File: src/rtl/rename_regfile.sv
module rename_regfile #(
  parameter int NARCH = 8,
  parameter int NPHYS = 16,
  parameter int DW    = 32,
  parameter int NCKPT = 2,
  parameter int AW    = $clog2(NARCH),
  parameter int PW    = $clog2(NPHYS),
  parameter int CW    = (NCKPT > 1) ? $clog2(NCKPT) : 1
) (
  input  logic          clk,
  input  logic          rst_n,
  input  logic          wres_valid,
  input  logic [AW-1:0] wres_arch,
  output logic          wres_ready,
  output logic [PW-1:0] wres_phys,
  output logic [PW-1:0] wres_old,
  input  logic [AW-1:0] rres_arch,
  output logic [PW-1:0] rres_phys,
  input  logic [PW-1:0] rd_phys,
  output logic          rd_ready,
  output logic [DW-1:0] rd_data,
  input  logic          wr_en,
  input  logic [PW-1:0] wr_phys,
  input  logic [DW-1:0] wr_data,
  input  logic          rel_en,
  input  logic [PW-1:0] rel_phys,
  input  logic          ck_en,
  input  logic [CW-1:0] ck_slot,
  input  logic          rb_en,
  input  logic [CW-1:0] rb_slot
);

  typedef logic [NARCH-1:0][PW-1:0] map_t;

  map_t             map_q, map_n, map_rst;
  logic [NPHYS-1:0] free_q, free_n, free_rst;
  logic [NPHYS-1:0] valid_q, valid_n;
  logic [DW-1:0]    data_q [NPHYS];
  map_t             ck_map  [NCKPT];
  logic [NPHYS-1:0] ck_free [NCKPT];

  logic [PW-1:0] alloc;
  logic          any_free;
  logic          fire;

  always_comb begin
    for (int i = 0; i < NARCH; i++) map_rst[i] = PW'(i);
    for (int i = 0; i < NPHYS; i++) free_rst[i] = (i >= NARCH);
  end

  always_comb begin
    alloc    = '0;
    any_free = 1'b0;
    for (int i = NPHYS-1; i >= 0; i--)
      if (free_q[i]) begin
        alloc    = PW'(i);
        any_free = 1'b1;
      end
  end

  assign wres_ready = any_free && !rb_en;
  assign wres_phys  = alloc;
  assign wres_old   = map_q[wres_arch];
  assign fire       = wres_valid && wres_ready;
  assign rres_phys  = map_q[rres_arch];

  assign rd_ready = valid_q[rd_phys] || (wr_en && wr_phys == rd_phys);
  assign rd_data  = (wr_en && wr_phys == rd_phys) ? wr_data : data_q[rd_phys];

  always_comb begin
    if (rb_en) begin
      map_n  = ck_map[rb_slot];
      free_n = ck_free[rb_slot];
    end else begin
      map_n  = map_q;
      free_n = free_q;
      if (fire) begin
        map_n[wres_arch] = alloc;
        free_n[alloc]    = 1'b0;
      end
    end
    if (rel_en) free_n[rel_phys] = 1'b1;
  end

  always_comb begin
    valid_n = valid_q;
    if (wr_en) valid_n[wr_phys] = 1'b1;
    if (fire)  valid_n[alloc]   = 1'b0;
  end

  always_ff @(posedge clk) begin
    if (!rst_n) begin
      map_q   <= map_rst;
      free_q  <= free_rst;
      valid_q <= '1;
    end else begin
      map_q   <= map_n;
      free_q  <= free_n;
      valid_q <= valid_n;
    end
  end

  always_ff @(posedge clk) begin
    if (!rst_n) begin
      for (int i = 0; i < NPHYS; i++) data_q[i] <= '0;
    end else if (wr_en) begin
      data_q[wr_phys] <= wr_data;
    end
  end

  for (genvar k = 0; k < NCKPT; k++) begin : g_slot
    always_ff @(posedge clk) begin
      if (!rst_n) begin
        ck_map[k]  <= map_rst;
        ck_free[k] <= free_rst;
      end else if (ck_en && ck_slot == CW'(k)) begin
        ck_map[k]  <= map_n;
        ck_free[k] <= free_n;
      end else if (rel_en) begin
        ck_free[k][rel_phys] <= 1'b1;
      end
    end
  end

  AST_EMPTY_STALLS: assert property (@(posedge clk) disable iff (!rst_n)
    (free_q == '0) |-> !wres_ready);

  AST_ALLOC_MAPS: assert property (@(posedge clk) disable iff (!rst_n)
    (fire && !rb_en) |=> map_q[$past(wres_arch)] == $past(wres_phys));

  AST_ALLOC_INVALID: assert property (@(posedge clk) disable iff (!rst_n)
    (fire && !(wr_en && wr_phys == wres_phys)) |=> !valid_q[$past(wres_phys)]);

  AST_WRITE_VALID: assert property (@(posedge clk) disable iff (!rst_n)
    (wr_en && !(fire && wres_phys == wr_phys)) |=> valid_q[$past(wr_phys)]);

  AST_RELEASE_FREES: assert property (@(posedge clk) disable iff (!rst_n)
    rel_en |=> free_q[$past(rel_phys)]);

  AST_ROLLBACK_MAP: assert property (@(posedge clk) disable iff (!rst_n)
    rb_en |=> map_q == $past(ck_map[rb_slot]));

  AST_ROLLBACK_NO_ALLOC: assert property (@(posedge clk) disable iff (!rst_n)
    rb_en |-> !wres_ready);

  AST_CKPT_COPY: assert property (@(posedge clk) disable iff (!rst_n)
    ck_en |=> ck_map[$past(ck_slot)] == map_q);

endmodule

File: config.mk
export PLATFORM = sky130hd
export DESIGN_NAME = rename_regfile
export DESIGN_NICKNAME = d
export VERILOG_FILES = /design/src/rtl/rename_regfile.sv
export SDC_FILE = /design/constraint.sdc
export NUM_CORES = 1
export LEC_CHECK = 0
export ABC_CLOCK_PERIOD_IN_PS = 13900
export CAP_MARGIN = 20
export CORE_AREA = 2 2 233 235
export CTS_CLUSTER_DIAMETER = 80
export DETAILED_ROUTE_END_ITERATION = 7
export DIE_AREA = 0 0 235 237
export GPL_TIMING_DRIVEN = 0
export PLACE_DENSITY = 0.85
export SYNTH_ARGS = -nofsm -noshare
export SYNTH_HDL_FRONTEND = slang
export SYNTH_SLANG_ARGS = --single-unit
File: constraint.sdc
create_clock -name clk -period 13.9 [get_ports clk]
set_clock_uncertainty 0.15 [all_clocks]
set_input_delay 2.78 -clock clk [delete_from_list [all_inputs] [get_ports clk]]
set_output_delay 2.78 -clock clk [all_outputs]
set_load 0.05 [all_outputs]
**After elaboration in Yosys (flattened, before gate mapping)**

Memory sizes are Yosys's and may differ from the RTL's.
Index checks and enable logic that the tools add are counted.

- Memories: 3
- Memory bits (writable): 608
- Word-level logic and storage cells: 189
- Bits of input ports: 59
- Bits in registers: 64
- Output and inout bits: 46

- Equality and inequality tests: 1
- Bitwise gates (word level): 42
- Reduce and logical (&&, ||, !) cells: 12
- $lt $le $gt $ge: 10
- Mux-type cells: 111

Memories:

| memory | words | width | rd ports | clocked after Yosys merged registers in | wr ports | line | RTL |
|---|---|---|---|---|---|---|---|
| data_q | 16 | 32 | 1 | 0 | 16 | 38 | `logic [DW-1:0] data_q [NPHYS];` |
| ck_map | 2 | 32 | 1 | 0 | 2 | 39 | `map_t ck_map [NCKPT];` |
| ck_free | 2 | 16 | 1 | 0 | 2 | 40 | `logic [NPHYS-1:0] ck_free [NCKPT];` |

Operator list:

| kind | number |
|---|---|
| $mux W32 | 6 |
| $mux W16 | 9 |
| $mux W4 | 20 |
| $mux W1 | 68 |
| $or A1 B1 Y1 | 36 |
| $and A16 B16 Y16 | 2 |
| $bwmux W32 | 1 |
| $or A16 B16 Y16 | 2 |
| $reduce_or A32 Y1 | 1 |
| $bmux W4 S3 | 2 |
| $lt A4 B5 Y1 const B | 4 |
| $not A16 Y16 | 1 |
| $demux W1 S4 | 3 |
| $demux W4 S3 | 1 |
| $ge A4 B1 Y1 const B | 3 |
| $logic_and A1 B1 Y1 | 9 |
| $lt A3 B4 Y1 const B | 2 |
| $bmux W1 S4 | 1 |
| $eq A4 B4 Y1 | 1 |
| $ge A3 B1 Y1 const B | 1 |
| $logic_not A1 Y1 | 1 |
| $logic_or A1 B1 Y1 | 1 |
| $not A1 Y1 | 1 |

**Longest topological paths before layout**

Gate-level depths: netlist of the first run.

- Depth after elaboration: 28
- Gate-level depth with buffers: 8
- Gate-level depth less buffers: 6

**Worst setup path after synthesis of the first run**

Ideal clock, no wire load.

- Path kind: in2out
- Start: input rd_phys[0]
- End: output rd_data[0]
- Required time: 10,970 ps
- Path buffers: 2
- Cell stages on the path: 5
- Arrival: 4,902 ps
- Slack: 6,068 ps
- Cell sequence: clkbuf_1 -> buf_1 -> mux4_2 -> mux4_2 -> mux2_2

- Word-level cells in the longest chain between the ends: 3
- Elaborated cells on any way between the ends: 4
- Classes of those cells: 1 x eq/ne; 1 x mux; 1 x reduce/logical; 1 x memory

RTL lines:

| what | line | RTL |
|---|---|---|
| start, declared | 19 | `input logic [PW-1:0] rd_phys,` |
| branches (longest 2 deep; another with $mem_v2 Z16 W32) | - |  |
| $mux W32 * | 68 | `assign rd_data = (wr_en && wr_phys == rd_phys) ? wr_data : data_q[rd_phys];` |
| end, declared | 21 | `output logic [DW-1:0] rd_data,` |

Every way passes the cells marked *.

**Final worst setup path of the first run**

- Start: input rd_phys[0]
- End: output rd_data[30]

Same word-level chain as after synthesis.

==> impl_results.html, run 1 <==
<table>
<tr><th>Metric</th><th>Value</th></tr>
<tr><th colspan="2">Run status</th></tr>
<tr><td>Result of the run</td><td>complete, no violations</td></tr>
<tr><th colspan="2">Timing</th></tr>
<tr><td>Share of the clock period used by the worst path</td><td>69.7%</td></tr>
<tr><td>Smallest setup slack after layout</td><td>4.22 ns</td></tr>
<tr><td>Sum of negative setup slack</td><td>0 ns</td></tr>
<tr><td>Max_slew headroom</td><td>a little under a fifth</td></tr>
<tr><td>Number of failing hold endpoints at the final stage</td><td>0</td></tr>
<tr><td>Tightest Pin Transition</td><td>approximately 1.2 ns</td></tr>
<tr><td>Pins over their slew limit</td><td>0</td></tr>
<tr><td>Upper clock frequency limit</td><td>roughly 100 MHz</td></tr>
<tr><td>Shortest clock period the worst path allows after layout</td><td>9.68 ns</td></tr>
<tr><td>Count of final setup violators</td><td>0</td></tr>
<tr><td>Unrepaired setup endpoints after global routing</td><td>false</td></tr>
<tr><th colspan="2">Pwr</th></tr>
<tr><td>Cell-internal power</td><td>3680 uW</td></tr>
<tr><td>Combinational cell fraction of total power</td><td>11.8%</td></tr>
<tr><td>Net switching fraction of the power</td><td>between 20% and 30%</td></tr>
<tr><td>Power density normalized to cell area</td><td>around 130 mW/mm2</td></tr>
<tr><td>Clock power frac</td><td>about 40%</td></tr>
<tr><td>Net switching power</td><td>1210 uW</td></tr>
<tr><td>Sequential power share</td><td>between 40 and 50%</td></tr>
<tr><td>P_leak</td><td>0.0128 uW</td></tr>
<tr><td>Worst IR drop on VDD</td><td>0.106 mV</td></tr>
<tr><th colspan="2">Finish</th></tr>
<tr><td>Final #Nets</td><td>roughly 2500</td></tr>
<tr><td>Post-route design area</td><td>0.0366 mm2</td></tr>
<tr><td>Relative area change from synthesis to final layout</td><td>15.5%</td></tr>
<tr><td>Core occupancy in the finished layout</td><td>68.8%</td></tr>
<tr><td>Final cell count without fillers</td><td>approximately 3200</td></tr>
<tr><td>Share of layout cells above drive strength 1</td><td>17.1%</td></tr>
<tr><th colspan="2">Clocking</th></tr>
<tr><td>Number of hold-repair buffers added at the cts stage</td><td>0</td></tr>
<tr><td>Depth of the CTS H-tree</td><td>3</td></tr>
<tr><td>CTS tree</td><td>built</td></tr>
<tr><td>CTS Root Cell</td><td>sky130_fd_sc_hd__clkbuf_16</td></tr>
<tr><td>Source-to-sink clock delay at the later pin of the worst-skew pair</td><td>0.62 ns</td></tr>
<tr><td>Max Buffers Root-to-Sink</td><td>3</td></tr>
<tr><td>Number of buffers added by the clock tree synthesis step</td><td>72</td></tr>
<tr><td>CTS clock-pin slew for the worst setup and hold paths</td><td>0.06 ns</td></tr>
<tr><td>Sinks on Clock Net</td><td>about 670</td></tr>
<tr><td>Post-CTS setup-driven buffer insertion count</td><td>0</td></tr>
<tr><td>Gates resized, CTS repair</td><td>0</td></tr>
<tr><th colspan="2">Route</th></tr>
<tr><td>Number of detailed-routing iterations run before antenna repair</td><td>5</td></tr>
<tr><td>Via count</td><td>21300</td></tr>
<tr><td>Count of nets left with antenna violations after detail routing</td><td>0</td></tr>
<tr><td>Number of design-rule violations left by the first detailed-router iteration</td><td>3029</td></tr>
<tr><td>DR DRC count</td><td>0</td></tr>
<tr><td>WL/cell</td><td>28.1 um</td></tr>
<tr><td>Drt via density</td><td>between 6 and 7</td></tr>
<tr><td>Overall routed net length</td><td>90.0 mm</td></tr>
<tr><th colspan="2">Yosys</th></tr>
<tr><td>Most used flip-flop cell after synthesis</td><td>sky130_fd_sc_hd__edfxtp_1</td></tr>
<tr><td>Synthesized flop and latch total</td><td>672</td></tr>
<tr><td>Cell type with the largest total area after synthesis</td><td>sky130_fd_sc_hd__edfxtp_1</td></tr>
<tr><td>Top cell types by occurrence after synthesis</td><td>sky130_fd_sc_hd__edfxtp_1 (608), sky130_fd_sc_hd__and2_1 (457), sky130_fd_sc_hd__mux4_2 (173)</td></tr>
<tr><td>Total standard cell area after synthesis</td><td>0.0317 mm2</td></tr>
<tr><td>Portion of synthesized cell area occupied by the leading cell type</td><td>57.5%</td></tr>
<tr><td>Dominant cells by area after synthesis</td><td>sky130_fd_sc_hd__edfxtp_1 (58%), sky130_fd_sc_hd__mux4_2 (12%), sky130_fd_sc_hd__and2_1 (9.0%)</td></tr>
<tr><td>Post-synthesis sequential area ratio</td><td>around three fifths</td></tr>
<tr><td>Mean instance size in the synthesized netlist</td><td>14.1 um2</td></tr>
<tr><td>Total of warnings raised by yosys</td><td>0</td></tr>
<tr><td>Library cell with the highest instance count after synthesis</td><td>sky130_fd_sc_hd__edfxtp_1</td></tr>
<tr><td>Number of flops mapped to enable cells by yosys</td><td>608</td></tr>
<tr><td>Synthesized instance count</td><td>2253</td></tr>
<tr><td>Total nets after synthesis</td><td>roughly 2300</td></tr>
<tr><td>Number of different library cells in the post-synthesis netlist</td><td>74</td></tr>
<tr><td>Proportion of synthesized flip-flops having asynchronous set or reset</td><td>0%</td></tr>
<tr><th colspan="2">Global route</th></tr>
<tr><td>Initial antenna violation count</td><td>6</td></tr>
<tr><td>Global Route Usage Sum</td><td>roughly a third</td></tr>
<tr><td>Largest net degree at the start of global routing</td><td>25</td></tr>
<tr><td>Number of global-route vias before repair</td><td>21700</td></tr>
<tr><td>Global route overflow</td><td>0</td></tr>
<tr><td>First-pass GRT wire length</td><td>134 mm</td></tr>
<tr><th colspan="2">Place</th></tr>
<tr><td>DP Worst Slack</td><td>4.21 ns</td></tr>
<tr><td>Area after detailed placement</td><td>0.0342 mm2</td></tr>
<tr><td>Total instance count after detailed placement</td><td>3062</td></tr>
<tr><td>HPWL Detailed</td><td>59.9 mm</td></tr>
<tr><td>Weighted congestion reported at the end of routability-driven placement</td><td>0.946</td></tr>
<tr><td>Quantity of I/O buffers inserted on ports</td><td>94</td></tr>
<tr><th colspan="2">Floorplanning</th></tr>
<tr><td>Core area</td><td>0.0533 mm2</td></tr>
<tr><td>Total Die Area</td><td>0.0557 mm2</td></tr>
<tr><td>Die extent in x</td><td>approximately 240 um</td></tr>
<tr><td>Initial standard-cell utilization of the core</td><td>about three fifths</td></tr>
<tr><td>Boundary pin count</td><td>105</td></tr>
<tr><td>Die H</td><td>237 um</td></tr>
<tr><td>Number of cell rows</td><td>85</td></tr>
<tr><th colspan="2">Setup path</th></tr>
<tr><td>Data arrival time at the worst-slack endpoint</td><td>6.75 ns</td></tr>
<tr><td>Top fanout value on the critical path</td><td>10</td></tr>
<tr><td>Critical path launch point type</td><td>primary input</td></tr>
<tr><td>Worst Path Required</td><td>10.97 ns</td></tr>
<tr><td>Worst Setup Path Type</td><td>primary input to output port</td></tr>
<tr><td>Length in cells of the worst reg-to-reg path</td><td>6</td></tr>
<tr><td>Critical path endpoint category</td><td>output port</td></tr>
<tr><th colspan="2">Worst hold path</th></tr>
<tr><td>Type of the worst min-delay path</td><td>flip-flop to flip-flop</td></tr>
<tr><td>Hold Path Depth</td><td>1</td></tr>
<tr><th colspan="2">Flow run</th></tr>
<tr><td>Number of max-cap violations</td><td>0</td></tr>
</table>
## final timing paths
path              startpoint  slack [ns]             end
setup / recovery  rd_phys[0]        4.22     rd_data[30]
hold / removal    valid_q[6]        0.33      valid_q[6]
setup reg to reg   free_q[1]       10.84  ck_free[0][13]
hold reg to reg   valid_q[6]        0.33      valid_q[6]
## power groups by stage
stage / registers, uW / clock network [uW] / logic [uW]
2_1_floorplan: 2380 / 0 / 354
3_3_place_gp: 2390 / 0 / 523
3_5_place_dp: 2390 / 0 / 560
4_1_cts: 2350 / 1950 / 565
5_1_grt: 2360 / 2030 / 598
6_report: 2350 / 1960 / 576
## kinds of logic (layout without fill, tap and decap cells)
| group | count (synthesis) | after routing | synth area share (%) |
|---|---|---|---|
| buf+inv | 222 | 468 | 2.74 |
| other cells | 0 | 7 | 0 |
| simple gates | 879 | 879 | 15.3 |
| mux | 265 | 265 | 15.4 |
| xor+xnor | 4 | 4 | 0.110 |
| flops | 672 | 672 | 61.6 |
| compound gates | 211 | 211 | 4.85 |
## placed cells by master, fill, tap and decap left out, types with 7 or more instances in the layout
cell / synthesis / routed
sky130_fd_sc_hd__inv_1: 28 / 28
sky130_fd_sc_hd__clkbuf_8: 0 / 7
sky130_fd_sc_hd__mux2i_1: 33 / 33
sky130_fd_sc_hd__mux4_2: 173 / 173
sky130_fd_sc_hd__buf_16: 0 / 14
sky130_fd_sc_hd__o311ai_0: 9 / 9
sky130_fd_sc_hd__buf_2: 18 / 19
sky130_fd_sc_hd__o21ai_0: 59 / 43
sky130_fd_sc_hd__nand3_1: 15 / 15
sky130_fd_sc_hd__clkinv_2: 0 / 11
sky130_fd_sc_hd__o211ai_1: 11 / 11
sky130_fd_sc_hd__clkdlybuf4s50_1: 0 / 94
sky130_fd_sc_hd__dfxtp_1: 64 / 64
sky130_fd_sc_hd__o221ai_1: 10 / 10
sky130_fd_sc_hd__buf_1: 14 / 14
sky130_fd_sc_hd__clkbuf_16: 0 / 74
sky130_fd_sc_hd__clkinv_1: 0 / 10
sky130_fd_sc_hd__and2_1: 457 / 457
sky130_fd_sc_hd__nor2b_1: 14 / 14
sky130_fd_sc_hd__clkbuf_1: 159 / 169
sky130_fd_sc_hd__mux2_2: 59 / 59
sky130_fd_sc_hd__edfxtp_1: 608 / 608
sky130_fd_sc_hd__diode_2: 0 / 7
sky130_fd_sc_hd__nor4_1: 9 / 9
sky130_fd_sc_hd__bufinv_16: 0 / 7
sky130_fd_sc_hd__nand2_1: 160 / 160
sky130_fd_sc_hd__o21ai_4: 0 / 16
sky130_fd_sc_hd__nor2_1: 104 / 104
sky130_fd_sc_hd__and3_1: 65 / 65
sky130_fd_sc_hd__nand2b_1: 12 / 12
sky130_fd_sc_hd__a21oi_1: 45 / 45
## worst max-delay path, cell delays in order
cell and delay, ns:
sky130_fd_sc_hd__clkbuf_1 0.27, sky130_fd_sc_hd__buf_2 0.40, sky130_fd_sc_hd__buf_2 0.46, sky130_fd_sc_hd__xor2_1 0.15
sky130_fd_sc_hd__nor4_2 1.00, sky130_fd_sc_hd__buf_2 0.53, sky130_fd_sc_hd__mux2_2 0.43, sky130_fd_sc_hd__clkdlybuf4s50_1 0.71
## layout make-up
type / count / area [um2]
inverters: 29 / 109
clock buffers: 91 / 1990
clock inverters: 38 / 392
plain buffers: 193 / 762
flip-flops and latches: 672 / 19500
repair buffers: 117 / 1460
diodes: 7 / 17.5
well taps: 696 / 871
multi-input cells: 1359 / 11500
fillers: 3325 / 16600
## through the flow
| stage | total power [uW] | hold slack, ns |
|---|---|---|
| 2_1_floorplan | 2730 | 0.291 |
| 3_3_place_gp | 2920 | 0.313 |
| 3_5_place_dp | 2950 | 0.316 |
| 4_1_cts | 4860 | 0.328 |
| 5_1_grt | 4990 | 0.358 |
| 6_report | 4890 | 0.327 |
## flip-flops by register name, summed over array words and instances (netlist names)
signal	flops
free_q	16
data_q	512
ck_free	32
valid_q	16
map_q	32
ck_map	64
## metal layers
layer  track usage, %  part of all wire (%)
met5                0                     0
met4             17.4                   5.2
met3             7.60                    12
met2             52.2                    48
met1             41.3                    35
Note: power is estimated with default switching activity, not from simulation.
==> run 2, diff against run 1 <==
--- a/config.mk
+++ b/config.mk
@@ -5,7 +5,7 @@
 export SDC_FILE = /design/constraint.sdc
 export NUM_CORES = 1
 export LEC_CHECK = 0
-export ABC_CLOCK_PERIOD_IN_PS = 13900
+export ABC_CLOCK_PERIOD_IN_PS = 9870
 export CAP_MARGIN = 20
 export CORE_AREA = 2 2 233 235
 export CTS_CLUSTER_DIAMETER = 80
==> constraint.sdc (replaced) <==
create_clock -name clk -period 9.87 [get_ports clk]
set_clock_uncertainty 0.15 [all_clocks]
set_input_delay 1.974 -clock clk [delete_from_list [all_inputs] [get_ports clk]]
set_output_delay 1.974 -clock clk [all_outputs]
set_load 0.05 [all_outputs]
==> results of run 2 <==
Same layout as run 1 (identical final DEF). Status: complete, no violations.
Main changes from that run: setup slack after placement 4.21 ns -> 1.79 ns; setup slack after layout 4.22 ns -> 1.80 ns; register-to-register setup slack 10.84 ns -> 6.81 ns; total power 4890 uW -> 6880 uW; worst IR drop on VDD 0.106 mV -> 0.149 mV
